[config.mk]
export PLATFORM = sky130hd
export DESIGN_NAME = dma_regfront
export DESIGN_NICKNAME = d
export VERILOG_FILES = /design/src/rtl/dma_regfront_pkg.sv /design/src/rtl/dma_page_bank.sv /design/src/rtl/dma_ctrl_regs.sv /design/src/rtl/dma_regfront.sv
export SDC_FILE = /design/constraint.sdc
export NUM_CORES = 1
export LEC_CHECK = 0
export CAP_MARGIN = 15
export CORE_MARGIN = 3
export CORE_UTILIZATION = 42
export CTS_CLUSTER_SIZE = 40
export DETAILED_ROUTE_END_ITERATION = 8
export PLACE_DENSITY = 0.85
export SKIP_CTS_REPAIR_TIMING = 1
export SLEW_MARGIN = 20
export SYNTH_ARGS = -nofsm -noshare
export SYNTH_HDL_FRONTEND = slang
export SYNTH_SLANG_ARGS = --single-unit
[constraint.sdc]
create_clock -name clk -period 2.6 [get_ports clk]
set_input_delay 0.52 -clock clk [delete_from_list [all_inputs] [get_ports clk]]
set_output_delay 0.52 -clock clk [all_outputs]
set_load 0.01 [all_outputs]
[src/rtl/dma_regfront_pkg.sv]
package dma_regfront_pkg;
    localparam int NCH    = 4;
    localparam int CH_W   = $clog2(NCH);
    localparam int WORD_W = 16;
    localparam int PAGE_W = 8;
    localparam int MODE_W = 6;
    localparam int BUS_W  = PAGE_W + WORD_W;

    localparam logic [4:0] OFF_CMD   = 5'h10;
    localparam logic [4:0] OFF_REQ   = 5'h12;
    localparam logic [4:0] OFF_SMASK = 5'h14;
    localparam logic [4:0] OFF_MODE  = 5'h16;
    localparam logic [4:0] OFF_CLRFF = 5'h18;
    localparam logic [4:0] OFF_MCLR  = 5'h1A;
    localparam logic [4:0] OFF_CLRM  = 5'h1C;
    localparam logic [4:0] OFF_ALLM  = 5'h1E;

    // I/O address of each channel's page latch
    function automatic logic [7:0] page_port(input int ch);
        case (ch)
            0:       return 8'h87;
            1:       return 8'h83;
            2:       return 8'h81;
            default: return 8'h82;
        endcase
    endfunction
endpackage

[src/rtl/dma_page_bank.sv]
module dma_page_bank
    import dma_regfront_pkg::*;
(
    input  logic              clk,
    input  logic              rst_n,
    input  logic              wr,
    input  logic [7:0]        addr,
    input  logic [7:0]        wdata,
    input  logic [CH_W-1:0]   act_ch,
    input  logic [WORD_W-1:0] act_addr,
    output logic              hit,
    output logic [7:0]        rdata,
    output logic [BUS_W-1:0]  bus_addr
);
    typedef struct packed {
        logic [NCH-1:0][PAGE_W-1:0] page;
    } page_st_t;

    page_st_t       s_d, s_q;
    logic [NCH-1:0] hit_vec;

    for (genvar g = 0; g < NCH; g++) begin : g_dec
        assign hit_vec[g] = (addr == page_port(g));
    end

    always_comb begin
        s_d   = s_q;
        rdata = '0;
        for (int i = 0; i < NCH; i++) begin
            if (hit_vec[i]) begin
                rdata = s_q.page[i];
                if (wr) s_d.page[i] = wdata;
            end
        end
    end

    always_ff @(posedge clk) begin
        if (!rst_n) s_q <= '0;
        else        s_q <= s_d;
    end

    assign hit      = |hit_vec;
    assign bus_addr = {s_q.page[act_ch], act_addr};
endmodule

[src/rtl/dma_ctrl_regs.sv]
module dma_ctrl_regs
    import dma_regfront_pkg::*;
(
    input  logic                    clk,
    input  logic                    rst_n,
    input  logic                    sel,
    input  logic                    wr,
    input  logic                    rd,
    input  logic [4:0]              off,
    input  logic [7:0]              wdata,
    input  logic [NCH*WORD_W-1:0]   cur_addr_i,
    input  logic [NCH*WORD_W-1:0]   cur_cnt_i,
    input  logic [NCH-1:0]          tc_i,
    input  logic [NCH-1:0]          drq_i,
    input  logic [7:0]              temp_i,
    output logic [7:0]              rdata_o,
    output logic [NCH*WORD_W-1:0]   base_addr_o,
    output logic [NCH*WORD_W-1:0]   base_cnt_o,
    output logic [NCH-1:0]          ld_addr_o,
    output logic [NCH-1:0]          ld_cnt_o,
    output logic [NCH-1:0]          mask_o,
    output logic [NCH*MODE_W-1:0]   mode_o,
    output logic [7:0]              cmd_o,
    output logic [NCH-1:0]          swreq_o
);
    typedef struct packed {
        logic                          ff;
        logic [NCH-1:0][WORD_W-1:0]    base_addr;
        logic [NCH-1:0][WORD_W-1:0]    base_cnt;
        logic [NCH-1:0][MODE_W-1:0]    mode;
        logic [NCH-1:0]                mask;
        logic [NCH-1:0]                tc;
        logic [NCH-1:0]                swreq;
        logic [NCH-1:0]                ld_a;
        logic [NCH-1:0]                ld_c;
        logic [7:0]                    cmd;
    } ctrl_st_t;

    ctrl_st_t         s_d, s_q;
    logic             is_chan, is_cnt;
    logic [CH_W-1:0]  ch, wch;
    logic [WORD_W-1:0] cur_val;

    assign is_chan = ~off[4];
    assign is_cnt  = off[1];
    assign ch      = off[CH_W+1:2];
    assign wch     = wdata[CH_W-1:0];
    assign cur_val = is_cnt ? cur_cnt_i[ch*WORD_W +: WORD_W]
                            : cur_addr_i[ch*WORD_W +: WORD_W];

    always_comb begin
        s_d      = s_q;
        s_d.ld_a = '0;
        s_d.ld_c = '0;
        s_d.tc   = s_q.tc | tc_i;

        if (sel && is_chan && (wr || rd)) s_d.ff = ~s_q.ff;

        if (sel && wr) begin
            if (is_chan) begin
                if (!is_cnt) begin
                    if (!s_q.ff) s_d.base_addr[ch][7:0] = wdata;
                    else begin
                        s_d.base_addr[ch][WORD_W-1:8] = wdata;
                        s_d.ld_a[ch] = 1'b1;
                    end
                end else begin
                    if (!s_q.ff) s_d.base_cnt[ch][7:0] = wdata;
                    else begin
                        s_d.base_cnt[ch][WORD_W-1:8] = wdata;
                        s_d.ld_c[ch] = 1'b1;
                    end
                end
            end else begin
                case (off)
                    OFF_CMD:   s_d.cmd = wdata;
                    OFF_REQ:   s_d.swreq[wch] = wdata[2];
                    OFF_SMASK: s_d.mask[wch] = wdata[2];
                    OFF_MODE:  s_d.mode[wch] = wdata[7:2];
                    OFF_CLRFF: s_d.ff = 1'b0;
                    OFF_MCLR: begin
                        s_d.ff    = 1'b0;
                        s_d.mask  = '1;
                        s_d.tc    = '0;
                        s_d.swreq = '0;
                        s_d.cmd   = '0;
                    end
                    OFF_CLRM:  s_d.mask = '0;
                    OFF_ALLM:  s_d.mask = wdata[NCH-1:0];
                    default:   ;
                endcase
            end
        end

        if (sel && rd && off == OFF_CMD) s_d.tc = tc_i;
    end

    always_comb begin
        rdata_o = '0;
        if (sel) begin
            if (is_chan)              rdata_o = s_q.ff ? cur_val[WORD_W-1:8] : cur_val[7:0];
            else if (off == OFF_CMD)  rdata_o = {drq_i, s_q.tc};
            else if (off == OFF_MCLR) rdata_o = temp_i;
        end
    end

    always_ff @(posedge clk) begin
        if (!rst_n) begin
            s_q      <= '0;
            s_q.mask <= '1;
        end else begin
            s_q <= s_d;
        end
    end

    assign base_addr_o = s_q.base_addr;
    assign base_cnt_o  = s_q.base_cnt;
    assign ld_addr_o   = s_q.ld_a;
    assign ld_cnt_o    = s_q.ld_c;
    assign mask_o      = s_q.mask;
    assign mode_o      = s_q.mode;
    assign cmd_o       = s_q.cmd;
    assign swreq_o     = s_q.swreq;
endmodule

[src/rtl/dma_regfront.sv]
module dma_regfront
    import dma_regfront_pkg::*;
(
    input  logic                  clk,
    input  logic                  rst_n,
    input  logic                  cpu_wr,
    input  logic                  cpu_rd,
    input  logic [7:0]            cpu_addr,
    input  logic [7:0]            cpu_wdata,
    output logic [7:0]            cpu_rdata,
    input  logic [NCH*WORD_W-1:0] seq_cur_addr,
    input  logic [NCH*WORD_W-1:0] seq_cur_cnt,
    input  logic [NCH-1:0]        seq_tc,
    input  logic [NCH-1:0]        seq_drq,
    input  logic [7:0]            seq_temp,
    input  logic [CH_W-1:0]       act_ch,
    output logic [NCH*WORD_W-1:0] cfg_base_addr,
    output logic [NCH*WORD_W-1:0] cfg_base_cnt,
    output logic [NCH-1:0]        cfg_ld_addr,
    output logic [NCH-1:0]        cfg_ld_cnt,
    output logic [NCH-1:0]        cfg_mask,
    output logic [NCH*MODE_W-1:0] cfg_mode,
    output logic [7:0]            cfg_cmd,
    output logic [NCH-1:0]        cfg_swreq,
    output logic [BUS_W-1:0]      bus_addr
);
    logic       sel_ctrl, pg_hit;
    logic [7:0] ctrl_rdata, pg_rdata;

    // controller window: 0x00..0x1F, even offsets only
    assign sel_ctrl = (cpu_addr[7:5] == 3'b000) && !cpu_addr[0];

    dma_ctrl_regs u_ctrl (
        .clk         (clk),
        .rst_n       (rst_n),
        .sel         (sel_ctrl),
        .wr          (cpu_wr),
        .rd          (cpu_rd),
        .off         (cpu_addr[4:0]),
        .wdata       (cpu_wdata),
        .cur_addr_i  (seq_cur_addr),
        .cur_cnt_i   (seq_cur_cnt),
        .tc_i        (seq_tc),
        .drq_i       (seq_drq),
        .temp_i      (seq_temp),
        .rdata_o     (ctrl_rdata),
        .base_addr_o (cfg_base_addr),
        .base_cnt_o  (cfg_base_cnt),
        .ld_addr_o   (cfg_ld_addr),
        .ld_cnt_o    (cfg_ld_cnt),
        .mask_o      (cfg_mask),
        .mode_o      (cfg_mode),
        .cmd_o       (cfg_cmd),
        .swreq_o     (cfg_swreq)
    );

    dma_page_bank u_page (
        .clk      (clk),
        .rst_n    (rst_n),
        .wr       (cpu_wr),
        .addr     (cpu_addr),
        .wdata    (cpu_wdata),
        .act_ch   (act_ch),
        .act_addr (seq_cur_addr[act_ch*WORD_W +: WORD_W]),
        .hit      (pg_hit),
        .rdata    (pg_rdata),
        .bus_addr (bus_addr)
    );

    assign cpu_rdata = sel_ctrl ? ctrl_rdata : (pg_hit ? pg_rdata : 8'h00);
endmodule

## After elaboration in Yosys (flattened, before gate mapping)

Cells that the tools add are included.

- Input bits: 166
- Flip-flop bits (word level): 213
- Output and inout bits: 208

- Shift operators: 3
- Bitwise operators: 6
- Magnitude comparators: 5
- Muxes and demuxes: 51
- Reduce and logical (&&, ||, !) cells: 28
- Eq/ne operators: 12

Operators by type and width:

| cell | number |
|---|---|
| bitwise mux 64 bit | 4 |
| two-way mux 64 bit | 4 |
| indexed part select 64 x 7 -> 16 bit | 3 |
| two-way mux 181 bit | 1 |
| two-way mux 128 bit | 1 |
| two-way mux 8 bit | 14 |
| demux 16 bit (select 2 bit) | 2 |
| == test 5 bit, second input constant | 8 |
| two-way mux 36 bit | 1 |
| == test 8 bit, second input constant | 4 |
| two-way mux 16 bit | 2 |
| bitwise mux 24 bit | 1 |
| two-way mux 24 bit | 1 |
| two-way mux 4 bit | 5 |
| AND reduction 3 bit | 6 |
| binary-select mux 8 bit (select 2 bit) | 1 |
| one-hot mux 4 bit (4 select lines) | 1 |
| one-hot mux 8 bit (2 select lines) | 1 |
| demux 6 bit (select 2 bit) | 1 |
| OR reduction 4 bit | 3 |
| less-than comparator 2 x 3 -> 1 bit, second input constant | 3 |
| bitwise mux 4 bit | 2 |
| logical AND 1 bit | 8 |
| one-hot mux 4 bit (2 select lines) | 1 |
| other kinds (13) | 27 |

## Depth between registers and ports, before layout

- Depth after elaboration: 10
- Mapped depth: 7
- Gate-level depth less buffers: 4

## Cells and area by module

Synthesis repeated with hierarchy kept, for this count alone.

- Cell total of the unflattened synthesis: 1229
- Area total of the unflattened synthesis: 11933.9 um^2

By module, submodules not included:

| module | cells an instance | seq. area each (um^2) | times used | area each (um^2) |
|---|---|---|---|---|
| dma_ctrl_regs | 948 | 3623.5 | 1 | 9295.2 |
| dma_page_bank | 233 | 640.6 | 1 | 2080.7 |
| dma_regfront | 48 | 0.0 | 1 | 558.0 |

## Least setup slack after synthesis

No wires, ideal clock.

- Path kind: input -> output
- Start: input port cpu_addr[2]
- End: output port cpu_rdata[6]
- Path buffers: 2
- Data required time: 2.080 ns
- Arrival time: 2.054 ns
- Stages: 6
- Slack: 0.026 ns
- Cells stage by stage: buf_2 -> clkbuf_1 -> mux4_2 -> mux2_2 -> a2bb2oi_1 -> nand3_1

- Cells in the longest elaborated chain, start to end: 7

RTL lines:

| element | line | source |
|---|---|---|
| start: declaration | dma_regfront.sv:8 | `input logic [7:0] cpu_addr,` |
| branches (longest 6 deep; another with indexed part select 64 x 7 -> 16 bit) | - |  |
| two-way mux 8 bit * | dma_regfront.sv:70 | `assign cpu_rdata = sel_ctrl ? ctrl_rdata : (pg_hit ? pg_rdata : 8'h00);` |
| end: declaration | dma_regfront.sv:10 | `output logic [7:0] cpu_rdata,` |

Every way passes the cells marked *.

## Final worst setup path

- Start: input port seq_cur_cnt[58]
- End: output port cpu_rdata[2]

- Cells in the longest elaborated chain, start to end: 5

RTL lines:

| element | line | source |
|---|---|---|
| start: declaration | dma_regfront.sv:12 | `input logic [NCH*WORD_W-1:0] seq_cur_cnt,` |
| indexed part select 64 x 7 -> 16 bit | dma_ctrl_regs.sv:48 | `assign cur_val = is_cnt ? cur_cnt_i[ch*WORD_W +: WORD_W]` |
| two-way mux 16 bit | dma_ctrl_regs.sv:48 |  |
| two-way mux 8 bit (2 in series) | dma_ctrl_regs.sv:101 | `if (is_chan) rdata_o = s_q.ff ? cur_val[WORD_W-1:8] : cur_val[7:0];` |
| two-way mux 8 bit | dma_regfront.sv:70 |  |

Every way passes these cells.

==> impl_metrics.toml <==
[placement]
io_buffers = 373
dp_slack_ns = -0.6653
place_congestion = 0.9452
placed_area_um2 = 14940
hpwl_um = 29910
post-place-cells = 1745

[yosys]
synthCells = 1195
ys_types = 49
synth-seq-area-share_pct = 37.27
ys.warnings.count = 0
async_flop_share_pct = 0
synth-seq-cells = 213
syn_nets = 1361
synth_edf_count = 0
syn_avg_cell_area_um2 = 9.574
syn_area_um2 = 11440
ys.flop_type = "dfxtp_1"

[critical_path]
crit_slowest_cell = "mux4_2"
critPathMaxStageDelay_ns = 0.47
cp_cell_sequence = "clkdlybuf4s50_1 -> mux4_2 -> mux2_4 -> a2bb2oi_2 -> nand3_1 -> buf_2"
crit_buf_inv = 2
critPathCaptureType = "output port"
critical_path.top_delay_family = "multiplexers"
worstPathArrival_ns = 2.09
critPathKind = "in2out"
crit_required_ns = 2.08
cp_max_fo = 1
startpoint_type = "input pin"
cp-startpoint = "seq_cur_cnt[58]"
r2r_slack_ns = 0.84
reg2reg_from = "u_ctrl.s_q[180]$_SDFF_PN0_"
setup.worst_path.end = "cpu_rdata[2]"
cp_num_cells = 6
ff2ff_path_depth = 5

[sta]
period_share_pct = 100.5
rsz0062_at_grt = "yes"
fin_crit_ns = 2.613
fin_ws_ns = -0.01338
slew_headroom_pct = 47.23
final-setup-viol-count = 2
whs_ns = 0.4305
drv_slew = 0
hold_violations = 0
max_freq_mhz = 382.6
worst_pin_slew_ns = 0.7896
fin_setup_tns_ns = -0.01844
skew_ns = 0.007547

[detailed_routing]
dr.pass1.iters = 5
wl_per_cell_um = 22.62
drt_iter0_markers = 509
route.detailed.drc = 0
ant_nets = 0
totalWireLength_um = 40560
routed_via_density = 5.455
num_vias = 9780

[clocking]
insertion_delay_ns = 0.51
clockBufferDepth = 3
tritoncts = "built"
cts_buffers = 23
clk_pin_slew_worst_paths_ns = 0.06
cts.sinks = 213
htree_levels = 1
root_buffer = "clkbuf_16"

[final_layout]
final_area_um2 = 16050
nFillCells = 2123
mostFrequentLayoutCells = "clkdlybuf4s50_1 (308), mux2i_1 (223), dfxtp_1 (213)"
layout.cells.non_filler = 1793
nNetsFinal = 1607
layout_commonest_cell = "clkdlybuf4s50_1"
area_growth_pct = 40.25
drive_above_1_share_pct = 17.40

[power_and_ir_drop]
ir_worst_vdd_v = 0.0004529
power.density_nw_per_um2 = 469.9
combPwrFrac_pct = 13.2
p_leak_nw = 6.783
switchingPower_mw = 1.785
p_int_mw = 5.756
switching_share_pct = 23.67
pwr-share-seq_pct = 43.4
p_clk_share_pct = 43.4

[hold_path]
hold_class = "in2reg"

[floorplan]
io_pins = 374
core_area_um2 = 26430
fp.dieW_um = 171.0
rows = 59
start_util_pct = 43.29
die_area_um2 = 29260
dieHeight_um = 171.0

[grt]
grt_max_degree = 78
antenna_found_initial = 4
grt_pass1_wl_um = 59120
grt_pass1_vias = 10130
grt-ovfl-total = 0
grt_use_total_pct = 25.93

[status]
status = "finished, violations left"
violations = "negative setup slack"

[run]
drv_cap = 0
==> cells in the mapped netlist (all sizes together), types with 9 or more instances <==
cell type | count | area (um2)
a21oi | 33 | 165.2
a22oi | 24 | 180.2
and2 | 14 | 87.59
buf | 204 | 1454
clkbuf | 65 | 244.0
dfxtp | 213 | 4264
mux2i | 224 | 2242
mux4 | 40 | 900.9
nand2 | 152 | 570.6
nand3 | 28 | 140.1
nor2 | 83 | 334.1
nor3 | 9 | 45.04
o21ai | 16 | 80.08
==> power by group through the flow <==
stage               registers, mW  logic, mW  clock network [mW]
floorplan                    3.35      0.411                   0
global placement             3.35      0.940                   0
detailed placement           3.35      0.953                   0
CTS                          3.27      0.959                3.32
global route                 3.27       1.05                3.46
finish                       3.28      0.994                3.27
==> metal layers <==
layer / vias up / global-route usage, % / wire length (um)
met5: - / 0 / 0
met4: 0 / 11.02 / 1664
met3: 113 / 7.532 / 3491
met2: 461 / 45.98 / 20000
met1: 4740 / 29.04 / 15400
li1: 4466 / - / -
==> final cells by class <==
cell class / count / area [um2] / share of cell area, %
multi-input combinational: 709 / 5635 / 35.12
clock inverter: 9 / 107.6 / 0.6706
tap: 335 / 419.2 / 2.612
inverter: 4 / 15.01 / 0.09357
timing repair buffer: 490 / 4946 / 30.82
sequential: 213 / 4264 / 26.58
clock buffer: 29 / 648.1 / 4.039
antenna: 4 / 10.01 / 0.06238
==> worst min-delay path by stage <==
| stage | slack [ns] | start | depth (start not counted) | to |
|---|---|---|---|---|
| final | 0.43 | rst_n | 2 | flop |
| after global routing | 0.44 | rst_n | 2 | flop |
| after CTS | 0.42 | rst_n | 2 | flop |
| after detailed placement | 0.45 | flop | 2 | flop |
| after global placement | 0.44 | flop | 2 | flop |
| after floorplan | 0.44 | flop | 2 | flop |
==> stage by stage <==
stage	util [%]	total power, mW
after floorplan	-	3.756
after global placement	56.54	4.288
after detailed placement	56.54	4.301
after CTS	59.40	7.559
after global routing	60.71	7.776
final	60.71	7.541
==> logic make-up (layout without fill, tap and decap cells) <==
logic type             after synthesis  count (layout)  share of synthesized area, %
AO/OA/AOI/OAI                      103             103                         5.917
XOR/XNOR                             1               1                       0.07657
buffers and inverters              273             532                         14.97
flip-flops                         213             213                         37.27
multiplexers                       272             272                         28.26
other                                0               4                             0
AND/OR/NAND/NOR                    333             333                         13.51
(Power assumes the default switching activity.)
